[config.mk]
export PLATFORM = sky130hd
export DESIGN_NAME = i2srx_mode_front
export DESIGN_NICKNAME = d
export VERILOG_FILES = /design/src/rtl/i2srx_pkg.sv /design/src/rtl/i2srx_frac_div.sv /design/src/rtl/i2srx_ws_gen.sv /design/src/rtl/i2srx_deser.sv /design/src/rtl/i2srx_mode_front.sv
export SDC_FILE = /design/constraint.sdc
export NUM_CORES = 1
export LEC_CHECK = 0
export BUFFER_PORTS_ARGS = -buffer_cell sky130_fd_sc_hd__buf_2
export CORE_AREA = 2 2 81 142
export CTS_CLUSTER_SIZE = 40
export DETAILED_ROUTE_END_ITERATION = 7
export DIE_AREA = 0 0 83 144
export HOLD_SLACK_MARGIN = 0.15
export PLACE_DENSITY = 0.8
export SLEW_MARGIN = 20
export SYNTH_ARGS = -nofsm -noshare
export SYNTH_HDL_FRONTEND = slang
export SYNTH_SLANG_ARGS = --single-unit
[constraint.sdc]
create_clock -name clk -period 4.6 [get_ports clk]
set_clock_uncertainty 0.2 [all_clocks]
set_input_delay 0.23 -clock clk [delete_from_list [all_inputs] [get_ports clk]]
set_output_delay 0.23 -clock clk [all_outputs]
set_load 0.01 [all_outputs]
[src/rtl/i2srx_pkg.sv]
package i2srx_pkg;

   typedef enum logic [1:0] {
      BCK_DIV   = 2'd0,
      BCK_TXREF = 2'd1,
      BCK_TXBCK = 2'd2,
      BCK_EXT   = 2'd3
   } bck_src_e;

   typedef enum logic [1:0] {
      WS_OWN = 2'd0,
      WS_TX  = 2'd1,
      WS_EXT = 2'd2
   } ws_src_e;

   typedef struct packed {
      logic     legal;
      logic     master;
      bck_src_e bck;
      ws_src_e  ws;
      logic     mclk_en;
   } rx_route_t;

   function automatic rx_route_t decode_route(input logic slave, input logic [3:0] code);
      rx_route_t r;
      r = '{legal: 1'b0, master: 1'b0, bck: BCK_DIV, ws: WS_OWN, mclk_en: 1'b0};
      unique case ({slave, code})
         5'b0_0000: r = '{legal: 1'b1, master: 1'b1, bck: BCK_DIV,   ws: WS_OWN, mclk_en: 1'b0};
         5'b0_0010: r = '{legal: 1'b1, master: 1'b1, bck: BCK_TXREF, ws: WS_OWN, mclk_en: 1'b0};
         5'b0_0100: r = '{legal: 1'b1, master: 1'b1, bck: BCK_TXBCK, ws: WS_TX,  mclk_en: 1'b0};
         5'b0_1000: r = '{legal: 1'b1, master: 1'b1, bck: BCK_DIV,   ws: WS_OWN, mclk_en: 1'b1};
         5'b1_0000: r = '{legal: 1'b1, master: 1'b0, bck: BCK_EXT,   ws: WS_EXT, mclk_en: 1'b0};
         5'b1_0010: r = '{legal: 1'b1, master: 1'b0, bck: BCK_TXREF, ws: WS_EXT, mclk_en: 1'b0};
         5'b1_0100: r = '{legal: 1'b1, master: 1'b0, bck: BCK_TXBCK, ws: WS_TX,  mclk_en: 1'b0};
         default:   r = '{legal: 1'b0, master: 1'b0, bck: BCK_DIV,   ws: WS_OWN, mclk_en: 1'b0};
      endcase
      return r;
   endfunction

endpackage

[src/rtl/i2srx_frac_div.sv]
module i2srx_frac_div #(
   parameter int DIV_W = 8
) (
   input  logic             clk,
   input  logic             rst_n,
   input  logic             run,
   input  logic [DIV_W-1:0] num,
   input  logic [DIV_W-1:0] den,
   output logic             tick
);
   localparam int SUM_W = DIV_W + 1;

   logic [DIV_W-1:0] phase_q;
   logic [SUM_W-1:0] sum;
   logic [SUM_W-1:0] wrapped;
   logic             wrap;

   assign sum     = {1'b0, phase_q} + {1'b0, num};
   assign wrapped = sum - {1'b0, den};
   assign wrap    = (den != '0) && (sum >= {1'b0, den});

   always_ff @(posedge clk or negedge rst_n) begin
      if (!rst_n) begin
         phase_q <= '0;
         tick    <= 1'b0;
      end else if (!run) begin
         phase_q <= '0;
         tick    <= 1'b0;
      end else if (wrap) begin
         phase_q <= wrapped[DIV_W-1:0];
         tick    <= 1'b1;
      end else begin
         phase_q <= (den == '0) ? phase_q : sum[DIV_W-1:0];
         tick    <= 1'b0;
      end
   end
endmodule

[src/rtl/i2srx_ws_gen.sv]
module i2srx_ws_gen #(
   parameter int CNT_W = 6
) (
   input  logic             clk,
   input  logic             rst_n,
   input  logic             clear,
   input  logic             bit_en,
   input  logic [CNT_W-1:0] word_bits,
   output logic             ws
);
   logic [CNT_W-1:0] cnt_q;
   logic             last_bit;

   assign last_bit = (cnt_q == word_bits - CNT_W'(1));

   always_ff @(posedge clk or negedge rst_n) begin
      if (!rst_n) begin
         cnt_q <= '0;
         ws    <= 1'b0;
      end else if (clear) begin
         cnt_q <= '0;
         ws    <= 1'b0;
      end else if (bit_en) begin
         if (last_bit) begin
            cnt_q <= '0;
            ws    <= ~ws;
         end else begin
            cnt_q <= cnt_q + CNT_W'(1);
         end
      end
   end
endmodule

[src/rtl/i2srx_deser.sv]
module i2srx_deser #(
   parameter int WORD_W = 32,
   parameter int CNT_W  = 6
) (
   input  logic              clk,
   input  logic              rst_n,
   input  logic              clear,
   input  logic              bit_en,
   input  logic              ws_in,
   input  logic              sd_in,
   input  logic [CNT_W-1:0]  word_bits,
   output logic [WORD_W-1:0] left_word,
   output logic [WORD_W-1:0] right_word,
   output logic              word_valid
);
   logic [WORD_W-2:0] shift_q;
   logic [WORD_W-1:0] shift_next;
   logic [CNT_W-1:0]  cnt_q;
   logic              ws_h1_q;
   logic              ws_h2_q;
   logic              chan_q;
   logic              busy_q;
   logic              have_left_q;
   logic              word_start;
   logic              word_done;

   assign shift_next = {shift_q, sd_in};
   assign word_start = (ws_h1_q != ws_h2_q);
   assign word_done  = busy_q && !word_start && (cnt_q == word_bits - CNT_W'(1));

   always_ff @(posedge clk or negedge rst_n) begin
      if (!rst_n) begin
         shift_q     <= '0;
         cnt_q       <= '0;
         ws_h1_q     <= 1'b0;
         ws_h2_q     <= 1'b0;
         chan_q      <= 1'b0;
         busy_q      <= 1'b0;
         have_left_q <= 1'b0;
         left_word   <= '0;
         right_word  <= '0;
         word_valid  <= 1'b0;
      end else if (clear) begin
         shift_q     <= '0;
         cnt_q       <= '0;
         ws_h1_q     <= 1'b0;
         ws_h2_q     <= 1'b0;
         chan_q      <= 1'b0;
         busy_q      <= 1'b0;
         have_left_q <= 1'b0;
         word_valid  <= 1'b0;
      end else begin
         word_valid <= 1'b0;
         if (bit_en) begin
            ws_h1_q <= ws_in;
            ws_h2_q <= ws_h1_q;
            if (word_start) begin
               shift_q <= {{(WORD_W-2){1'b0}}, sd_in};
               cnt_q   <= CNT_W'(1);
               chan_q  <= ws_h1_q;
               busy_q  <= 1'b1;
            end else if (busy_q) begin
               shift_q <= shift_next[WORD_W-2:0];
               cnt_q   <= cnt_q + CNT_W'(1);
               if (word_done) begin
                  busy_q <= 1'b0;
                  if (!chan_q) begin
                     left_word   <= shift_next;
                     have_left_q <= 1'b1;
                  end else begin
                     right_word <= shift_next;
                     if (have_left_q) begin
                        word_valid  <= 1'b1;
                        have_left_q <= 1'b0;
                     end
                  end
               end
            end
         end
      end
   end
endmodule

[src/rtl/i2srx_mode_front.sv]
module i2srx_mode_front
   import i2srx_pkg::*;
#(
   parameter int DIV_W  = 8,
   parameter int WORD_W = 32
) (
   input  logic              clk,
   input  logic              rst_n,
   input  logic              slave_sel,
   input  logic [3:0]        rx_mode,
   input  logic [DIV_W-1:0]  div_num,
   input  logic [DIV_W-1:0]  div_den,
   input  logic [1:0]        word_len,
   input  logic              txref_pulse,
   input  logic              txbck_pulse,
   input  logic              tx_ws,
   input  logic              ext_bck_pulse,
   input  logic              ext_ws,
   input  logic              sd_in,
   output logic              ws_out,
   output logic              ws_oe,
   output logic              mclk_oe,
   output logic [WORD_W-1:0] left_word,
   output logic [WORD_W-1:0] right_word,
   output logic              word_valid,
   output logic              mode_err
);
   localparam int CNT_W  = $clog2(WORD_W + 1);
   localparam int N_SRC  = 4;

   if (DIV_W < 2) begin : g_bad_div
      $error("DIV_W must be at least 2");
   end
   if (WORD_W < 17 || WORD_W > 64) begin : g_bad_word
      $error("WORD_W must lie in 17..64");
   end

   rx_route_t        route;
   logic [N_SRC-1:0] src_vec;
   logic [N_SRC-1:0] src_hit;
   logic             div_tick;
   logic             div_run;
   logic             bit_en;
   logic             own_ws;
   logic             own_ws_lvl;
   logic             ws_sel;
   logic [CNT_W-1:0] word_bits;

   assign route   = decode_route(slave_sel, rx_mode);
   assign div_run = route.legal && (route.bck == BCK_DIV);
   assign own_ws  = route.legal && (route.ws == WS_OWN);

   always_comb begin
      unique case (word_len)
         2'b00:   word_bits = CNT_W'(8);
         2'b01:   word_bits = CNT_W'(16);
         default: word_bits = CNT_W'(WORD_W);
      endcase
   end

   i2srx_frac_div #(.DIV_W(DIV_W)) u_div (
      .clk   (clk),
      .rst_n (rst_n),
      .run   (div_run),
      .num   (div_num),
      .den   (div_den),
      .tick  (div_tick)
   );

   assign src_vec[BCK_DIV]   = div_tick;
   assign src_vec[BCK_TXREF] = txref_pulse;
   assign src_vec[BCK_TXBCK] = txbck_pulse;
   assign src_vec[BCK_EXT]   = ext_bck_pulse;

   for (genvar g = 0; g < N_SRC; g++) begin : g_src
      assign src_hit[g] = src_vec[g] && (route.bck == bck_src_e'(g));
   end

   assign bit_en = route.legal && (|src_hit);

   i2srx_ws_gen #(.CNT_W(CNT_W)) u_wsgen (
      .clk       (clk),
      .rst_n     (rst_n),
      .clear     (!own_ws),
      .bit_en    (bit_en),
      .word_bits (word_bits),
      .ws        (own_ws_lvl)
   );

   always_comb begin
      unique case (route.ws)
         WS_OWN:  ws_sel = own_ws_lvl;
         WS_TX:   ws_sel = tx_ws;
         default: ws_sel = ext_ws;
      endcase
   end

   i2srx_deser #(.WORD_W(WORD_W), .CNT_W(CNT_W)) u_deser (
      .clk        (clk),
      .rst_n      (rst_n),
      .clear      (!route.legal),
      .bit_en     (bit_en),
      .ws_in      (ws_sel),
      .sd_in      (sd_in),
      .word_bits  (word_bits),
      .left_word  (left_word),
      .right_word (right_word),
      .word_valid (word_valid)
   );

   assign ws_oe    = route.legal && route.master;
   assign ws_out   = ws_oe && ws_sel;
   assign mclk_oe  = route.legal && route.mclk_en;
   assign mode_err = !route.legal;

endmodule

==> run metrics, run 1 <==
logic gate share of total power=under 10%; min cycle time layout=4.00 ns; post-synthesis share of cell area spent on and, or, nand and nor gates=approximately 9.2%; number of top-level pins=100; hold violation count in the final report=0; internal cell power=around 2.1 mW; Wirelength per Cell=17.6 µm; count of pins over their slew limit=0; Initial DRT Pass Iterations=4; Main synth FF type=dfrtp_1; Post-synth top cells=dfrtp_1 (123), a22o_1 (32), mux2_4 (29); maximum number of pins on one net before global-route repair=74; Worst EP required=4.74 ns; adder-cell area share of the yosys netlist=slightly below 5%; Clock Pin Slew Worst Setup and Hold Paths=roughly 0.060 ns; master of the slowest instance on the critical path=or4_1; register bit count reported by yosys=123; maximum fanout encountered on the critical timing path=9; library cell with the highest instance count after synthesis=dfrtp_1; transition time at the pin with the least slew margin=1.10 ns; R2R Path Start=u_div.phase_q[0]; worst hold slack=between 0.15 and 0.2 ns; fin cells=734; Hold Buf Count CTS=5; Rel. slew slack=26.5%; number of cells produced by synthesis=484; die extent in x=83 µm; leakage=~3.8 nW; number of failing setup endpoints in the final timing report=0; unrepaired setup endpoints after global routing=no; clock group share of total power=52.6%; number of stages on the worst hold path=5; compound-cell area share of the yosys netlist=13.5%; outcome=finished, final reports clean; crit path DAT=slightly above 4 ns; worst setup timing slack at the placement stage=0.670 ns; Hold WC Path Type=in -> reg; max frequency=250 MHz; height of the chip=approximately 140 µm; sequential share of the synthesized area=52.0%; final weighted congestion in routability-driven placement=around 0.84; fraction of final layout cells with drive strength greater than 1=~33%; sequential cell fraction of total power=40.0%; delay of the slowest cell on the worst path=around 0.56 ns; Yosys Warn Count=0; switching power as a share of total power=roughly a quarter; CTS Root Buffer Type=clkbuf_16; starting utilization of the core area=54.3%; startpoint type of the worst setup path=flop; parity-gate share of the synthesized area counting xor and xnor cells=2.66%; ANT nets after route=0; mean instance size in the synthesized netlist=about 12 µm²; summed negative setup slack over all endpoints=0 ns; # diodes=0; Critical Path End Type=flop; DRC Markers=0; number of unique standard cell types used by synthesis=60; number of resized instances in the post-cts repair step=0; TritonCTS Sinks=approximately 120; global-route usage over all layers=between 20% and 30%; share of the synthesized area in the top cell type=52.0%; area of all sequential standard cells=0.00308 mm²; half-perimeter wire length after detailed placement=8850 µm; post-synthesis cell type with the largest combined area=dfrtp_1; P&R area growth vs syn=21.3%; critical path class=reg -> reg; fraction of synthesized area in multiplexers=14.7%; ratio of routed vias to standard cells=5.86; depth of the worst register-to-register path=13; worst-path cell chain=ha_1 > fa_1 > a211oi_1 > nor2_1 > o21a_1 > nor3_1 > nor2_1 > ha_1 > or4_1 > o221ai_1 > nand2_1 > nor4_1 > a221o_1; number of nets in the final layout=approximately 640; fraction of synthesis flops using an asynchronous set or reset pin=100%; worst hold endpoint=u_div.phase_q[2]; number of global-route vias before repair=4371; maximum VDD drop=274 µV; cell area after layout=0.00718 mm²; Max Buffers Root-to-Sink=2; total length of routed wires=between 10000 and 15000 µm; FF-to-FF setup slack=0.60 ns; Row Count=~50; buffers inserted by post-CTS timing repair=0; final setup slack of the worst path=approximately 0.60 ns; ratio of final minimum period to clock period=slightly below 90%; DRC violation total after the first TritonRoute iteration=181; total nets after synthesis=approximately 540; worst skew pair latency=0.41 ns; CTS H-tree depth=4; CTS tree=done; wire length of the first global-routing pass=21500 µm; DP Area=between 0.006 and 0.007 mm²; power per standard cell area=378 mW/mm²; number of max-cap violations=0; sum of overflow across all layers after global routing=0; post-route core utilization=65.8%; total power of the final layout=about 2.7 mW; min-delay src=rx_mode[1]; main combinational cell family by area after synthesis=multiplexers; routed vias=4304; Port Buffer Count=~100; floorplan die area=between 0.01 and 0.015 mm²; DP Cell Count=approximately 700; core area=0.0109 mm²; total net switching power=0.634 mW; antenna violations before repair=0; main area contributors after synthesis=dfrtp_1 (52%), mux2_4 (7.4%), mux2_2 (4.8%); area of combinational cells with multiple inputs=0.00267 mm²; count of flip-flops with a built-in enable after synthesis=0; total CTS buffers=17; filler cell count=~800; cell area after synthesis=0.00592 mm²; Crit Reg-Reg Endpoint=u_div.phase_q[6]
==> metal layers <==
layer  track usage [%]  up-vias  part of all wire, %
li1                  -     2001                    -
met1              25.2     2157                   40
met2              41.9      128                   54
met3              4.45       18                  3.2
met4              9.40        0                  2.2
met5                 0        -                    0
==> layout make-up <==
| type | instances | area share [%] |
|---|---|---|
| timing repair buffer | 109 | 8.15 |
| multi-input combinational | 326 | 37.2 |
| sequential | 123 | 42.8 |
| clock buffer | 18 | 5.97 |
| clock inverter | 14 | 2.89 |
| tap | 132 | 2.30 |
| inverter | 12 | 0.627 |
==> worst max-delay path: cells and delay by family, from the launching register on <==
kind / cells / cell delay [ns]
fa+ha+maj: 3 / 0.88
compound gates: 4 / 0.91
simple gates: 6 / 1.57
flops: 1 / 0.38
==> kinds of logic after synthesis <==
logic type,count (synthesis)
buffers and inverters,35
DFF,123
AOI/OAI and AO/OA,110
adders and majority gates,22
xor gates and xnor gates,18
muxes,68
and+or+nand+nor,108
==> worst max-delay path by stage <==
stage | slack (ns) | cells past startpoint | start | end
after floorplan | 1.02 | 12 | u_div.phase_q[0] | u_div.phase_q[0]
after global placement | 0.81 | 12 | u_div.phase_q[0] | u_div.phase_q[0]
after detailed placement | 0.67 | 13 | u_div.phase_q[0] | u_div.phase_q[6]
after CTS | 0.65 | 13 | u_div.phase_q[0] | u_div.phase_q[6]
after global routing | 0.39 | 13 | u_div.phase_q[0] | u_div.phase_q[6]
final | 0.60 | 13 | u_div.phase_q[0] | u_div.phase_q[6]
==> state kept, by name, indices dropped and copies added (netlist names) <==
register	count
u_deser.left_word	32
u_deser.ws_h1_q	1
u_deser.right_word	32
u_deser.cnt_q	6
u_wsgen.ws	1
u_deser.shift_q	31
u_deser.word_valid	1
u_deser.have_left_q	1
u_deser.ws_h2_q	1
u_div.phase_q	8
u_div.tick	1
u_deser.chan_q	1
u_deser.busy_q	1
u_wsgen.cnt_q	6
==> power groups by stage <==
stage,Sequential [mW],Clock [mW],Combinational (mW)
2_1_floorplan,1.11,0,0.127
3_3_place_gp,1.11,0,0.191
3_5_place_dp,1.11,0,0.196
4_1_cts,1.09,1.46,0.200
5_1_grt,1.09,1.51,0.224
6_report,1.09,1.43,0.200
==> layout by cell type (no fill, tap or decap), drive strengths merged, types with 2 or more instances in the layout <==
master         n
nor3b          2
a21o           2
o21a           6
buf          104
nor2b          4
and2           2
nor2          26
nand2         24
fa             2
a31oi          2
bufinv         4
mux2i          4
or2            3
ha            20
clkbuf        18
o22ai          2
nor3          15
nand4          3
nand2b         5
mux2          64
inv           18
a22o          32
clkinv         2
a21oi         15
or4            2
clkinvlp       2
and3           3
a211oi         5
xor2           6
xnor2         12
o21ai         24
dfrtp        123
a221o          4
nor4           8
a21boi         3
dlygate4sd3    5
nand3          6
Power figures use the tool's default switching activity.
==> inputs of run 2 (changes only) <==
--- a/config.mk
+++ b/config.mk
@@ -6,12 +6,12 @@
 export NUM_CORES = 1
 export LEC_CHECK = 0
 export BUFFER_PORTS_ARGS = -buffer_cell sky130_fd_sc_hd__buf_2
-export CORE_AREA = 2 2 81 142
+export CORE_AREA = 2 2 102 104
 export CTS_CLUSTER_SIZE = 40
 export DETAILED_ROUTE_END_ITERATION = 7
-export DIE_AREA = 0 0 83 144
+export DIE_AREA = 0 0 104 106
 export HOLD_SLACK_MARGIN = 0.15
-export PLACE_DENSITY = 0.8
+export PLACE_DENSITY = 0.86
 export SLEW_MARGIN = 20
 export SYNTH_ARGS = -nofsm -noshare
 export SYNTH_HDL_FRONTEND = slang
==> constraint.sdc (replaced) <==
create_clock -name clk -period 4.9 [get_ports clk]
set_clock_uncertainty 0.2 [all_clocks]
set_input_delay 0.245 -clock clk [delete_from_list [all_inputs] [get_ports clk]]
set_output_delay 0.245 -clock clk [all_outputs]
set_load 0.01 [all_outputs]
==> run 2 against run 1 <==
Sequential share of layout area down 0.47 points. Count of clock-buffer cells in the layout is 3 higher. Utilization increased by 6.8 points. Register-to-register slack gained 0.12 ns. Die area shrank 7.8%. Routed wire length hardly changed. Flip-flop and latch count is the same. Worst setup slack improved by 0.12 ns. Sequential power down 6%. Combinational power fell by 4%. Non-clock buffer count is 6 higher. Via count decreased by 0.67%. Critical endpoint is now u_div.phase_q[7]. Largest cell class unchanged.
==> run metrics, run 2 (synthesized netlist as in run 1, its figures left out) <==
final weighted congestion in routability-driven placement=0.858 (+2.6%); CTS tree=done; ANT nets after route=0 (unchanged); number of max-cap violations=0 (unchanged); floorplan die area=0.0110 mm² (-7.8%); total length of routed wires=12900 µm (about the same); Critical Path End Type=flop; antenna violations before repair=0 (unchanged); number of global-route vias before repair=4519 (+3.4%); logic gate share of total power=7.5% (about the same); starting utilization of the core area=59.2% (+5.0 points); summed negative setup slack over all endpoints=0 ns (unchanged); CTS H-tree depth=4 (unchanged); height of the chip=106 µm (-26%); # diodes=0 (unchanged); DRC violation total after the first TritonRoute iteration=217 (+20%); DRC Markers=0 (unchanged); total CTS buffers=17 (unchanged); wire length of the first global-routing pass=22000 µm (+2.3%); worst skew pair latency=0.52 ns (+0.11 ns); TritonCTS Sinks=123 (unchanged); Port Buffer Count=99 (unchanged); crit path DAT=4.44 ns (+0.30 ns); outcome=finished, final reports clean; Max Buffers Root-to-Sink=2 (unchanged); ratio of final minimum period to clock period=85.4% (-1.6 points); clock group share of total power=52.6% (about the same); Hold WC Path Type=in -> async; Clock Pin Slew Worst Setup and Hold Paths=0.06 ns (about the same); fraction of final layout cells with drive strength greater than 1=32.4% (-0.49 points); die extent in x=104 µm (+25%); number of nets in the final layout=648 (+0.93%); most frequent cells in the layout=dfrtp_1 (123), buf_2 (98), a22o_1 (32); switching power as a share of total power=21.9% (-1.4 points); hold violation count in the final report=0 (unchanged); max frequency=239 MHz (-4.4%); count of pins over their slew limit=0 (unchanged); Initial DRT Pass Iterations=4 (unchanged); CTS Root Buffer Type=clkbuf_8; critical path class=reg -> reg; min cycle time layout=4.18 ns (+0.183 ns); internal cell power=2.00 mW (-4.0%); maximum VDD drop=214 µV (-22%); filler cell count=707 (-12%); startpoint type of the worst setup path=flop; fin cells=744 (+1.4%); power per standard cell area=352 mW/mm² (-6.8%); sequential cell fraction of total power=39.9% (about the same); sum of overflow across all layers after global routing=0 (unchanged); P&R area growth vs syn=22.7%; core area=0.0100 mm² (-8.4%); routed vias=4275 (-0.67%); half-perimeter wire length after detailed placement=8500 µm (-4.0%); leakage=3.81 nW (+1.1%); number of top-level pins=100 (unchanged); unrepaired setup endpoints after global routing=no; maximum number of pins on one net before global-route repair=83 (+12%); Wirelength per Cell=17.3 µm (-1.3%); global-route usage over all layers=25.3% (+2.7 points); registers with the most flip-flops=u_deser.left_word (32), u_deser.right_word (32), u_deser.shift_q (31); total net switching power=0.561 mW (-12%); maximum fanout encountered on the critical timing path=3 (-6); DP Cell Count=700 (+0.43%); Rel. slew slack=26.6% (+0.082 points); Worst EP required=5.15 ns (+0.41 ns); number of failing setup endpoints in the final timing report=0 (unchanged); Row Count=37 (-27%); ratio of routed vias to standard cells=5.75 (-2.0%); most frequent standard cell in the layout excluding fill and tap cells=dfrtp_1; transition time at the pin with the least slew margin=1.10 ns (-0.00124 ns)
## run 2: path summary, 6_finish.rpt
path / slack (ns) / depth (start not counted) / from / end
setup / recovery: 0.72 / 13 / u_div.phase_q[0] / u_div.phase_q[7]
hold / removal: 0.16 / 2 / rst_n / u_deser.right_word[7]
setup reg to reg: 0.72 / 13 / u_div.phase_q[0] / u_div.phase_q[7]
hold reg to reg: 0.29 / 1 / u_deser.right_word[25] / u_deser.right_word[25]
max in group asynchronous: 3.32 / 3 / rst_n / u_deser.left_word[21]
min in group clk: 0.19 / 5 / div_den[1] / u_div.phase_q[2]
## run 2: cell type report
cell class | count | area (µm²) | area share (%)
clock buffer | 21 | 449 | 6.18
multi-input combinational | 326 | 2680 | 36.9
tap | 136 | 170 | 2.34
inverter | 12 | 45.0 | 0.620
sequential | 123 | 3080 | 42.4
timing repair buffer | 115 | 652 | 8.97
clock inverter | 11 | 190 | 2.62
## run 2: repair_timing
action / 4_1_cts / 5_1_grt
resized for setup: 0 / 0
hold endpoints to repair: 98 / 0
setup buffers: 0 / 0
hold buffers: 12 / 0
## run 2: metal layers
layer,part of all wire (%),wire [µm],track usage [%],vias to the layer above
li1,-,-,-,2006
met1,43,5540,31.1,2114
met2,50,6490,42.6,132
met3,4.6,587,6.50,23
met4,2.2,278,10.4,0
met5,0,0,0,-
## run 2: through the flow
step	hold WS [ns]	setup WS [ns]	total power [mW]	cell area [µm²]	utilization, %
after floorplan	-0.251	1.32	1.16	5920	-
after global placement	0.261	1.13	1.21	6490	65.0
after detailed placement	0.275	0.997	1.22	6500	65.0
after CTS	0.162	0.814	2.58	7260	72.6
after global routing	0.211	0.451	2.65	7260	72.6
final	0.161	0.715	2.56	7260	72.6
## run 2: power by group through the flow
stage          clock [mW]  combinational [mW]  sequential (mW)
3_5_place_dp            0               0.183             1.04
5_1_grt              1.41               0.216             1.02
3_3_place_gp            0               0.176             1.04
6_report             1.35               0.192             1.02
4_1_cts              1.37               0.191             1.02
2_1_floorplan           0               0.119             1.04
## run 2: worst max-delay path, cell delays in order (launching register included)
cell	delay, ns
dfrtp_1	0.39
ha_1	0.23
fa_1	0.43
a211oi_1	0.28
nor2_1	0.11
o21a_1	0.19
nor3_1	0.20
nor2_1	0.08
ha_1	0.21
or4_1	0.55
o221ai_1	0.26
o21ai_0	0.15
o31ai_1	0.23
dlygate4sd3_1	0.60
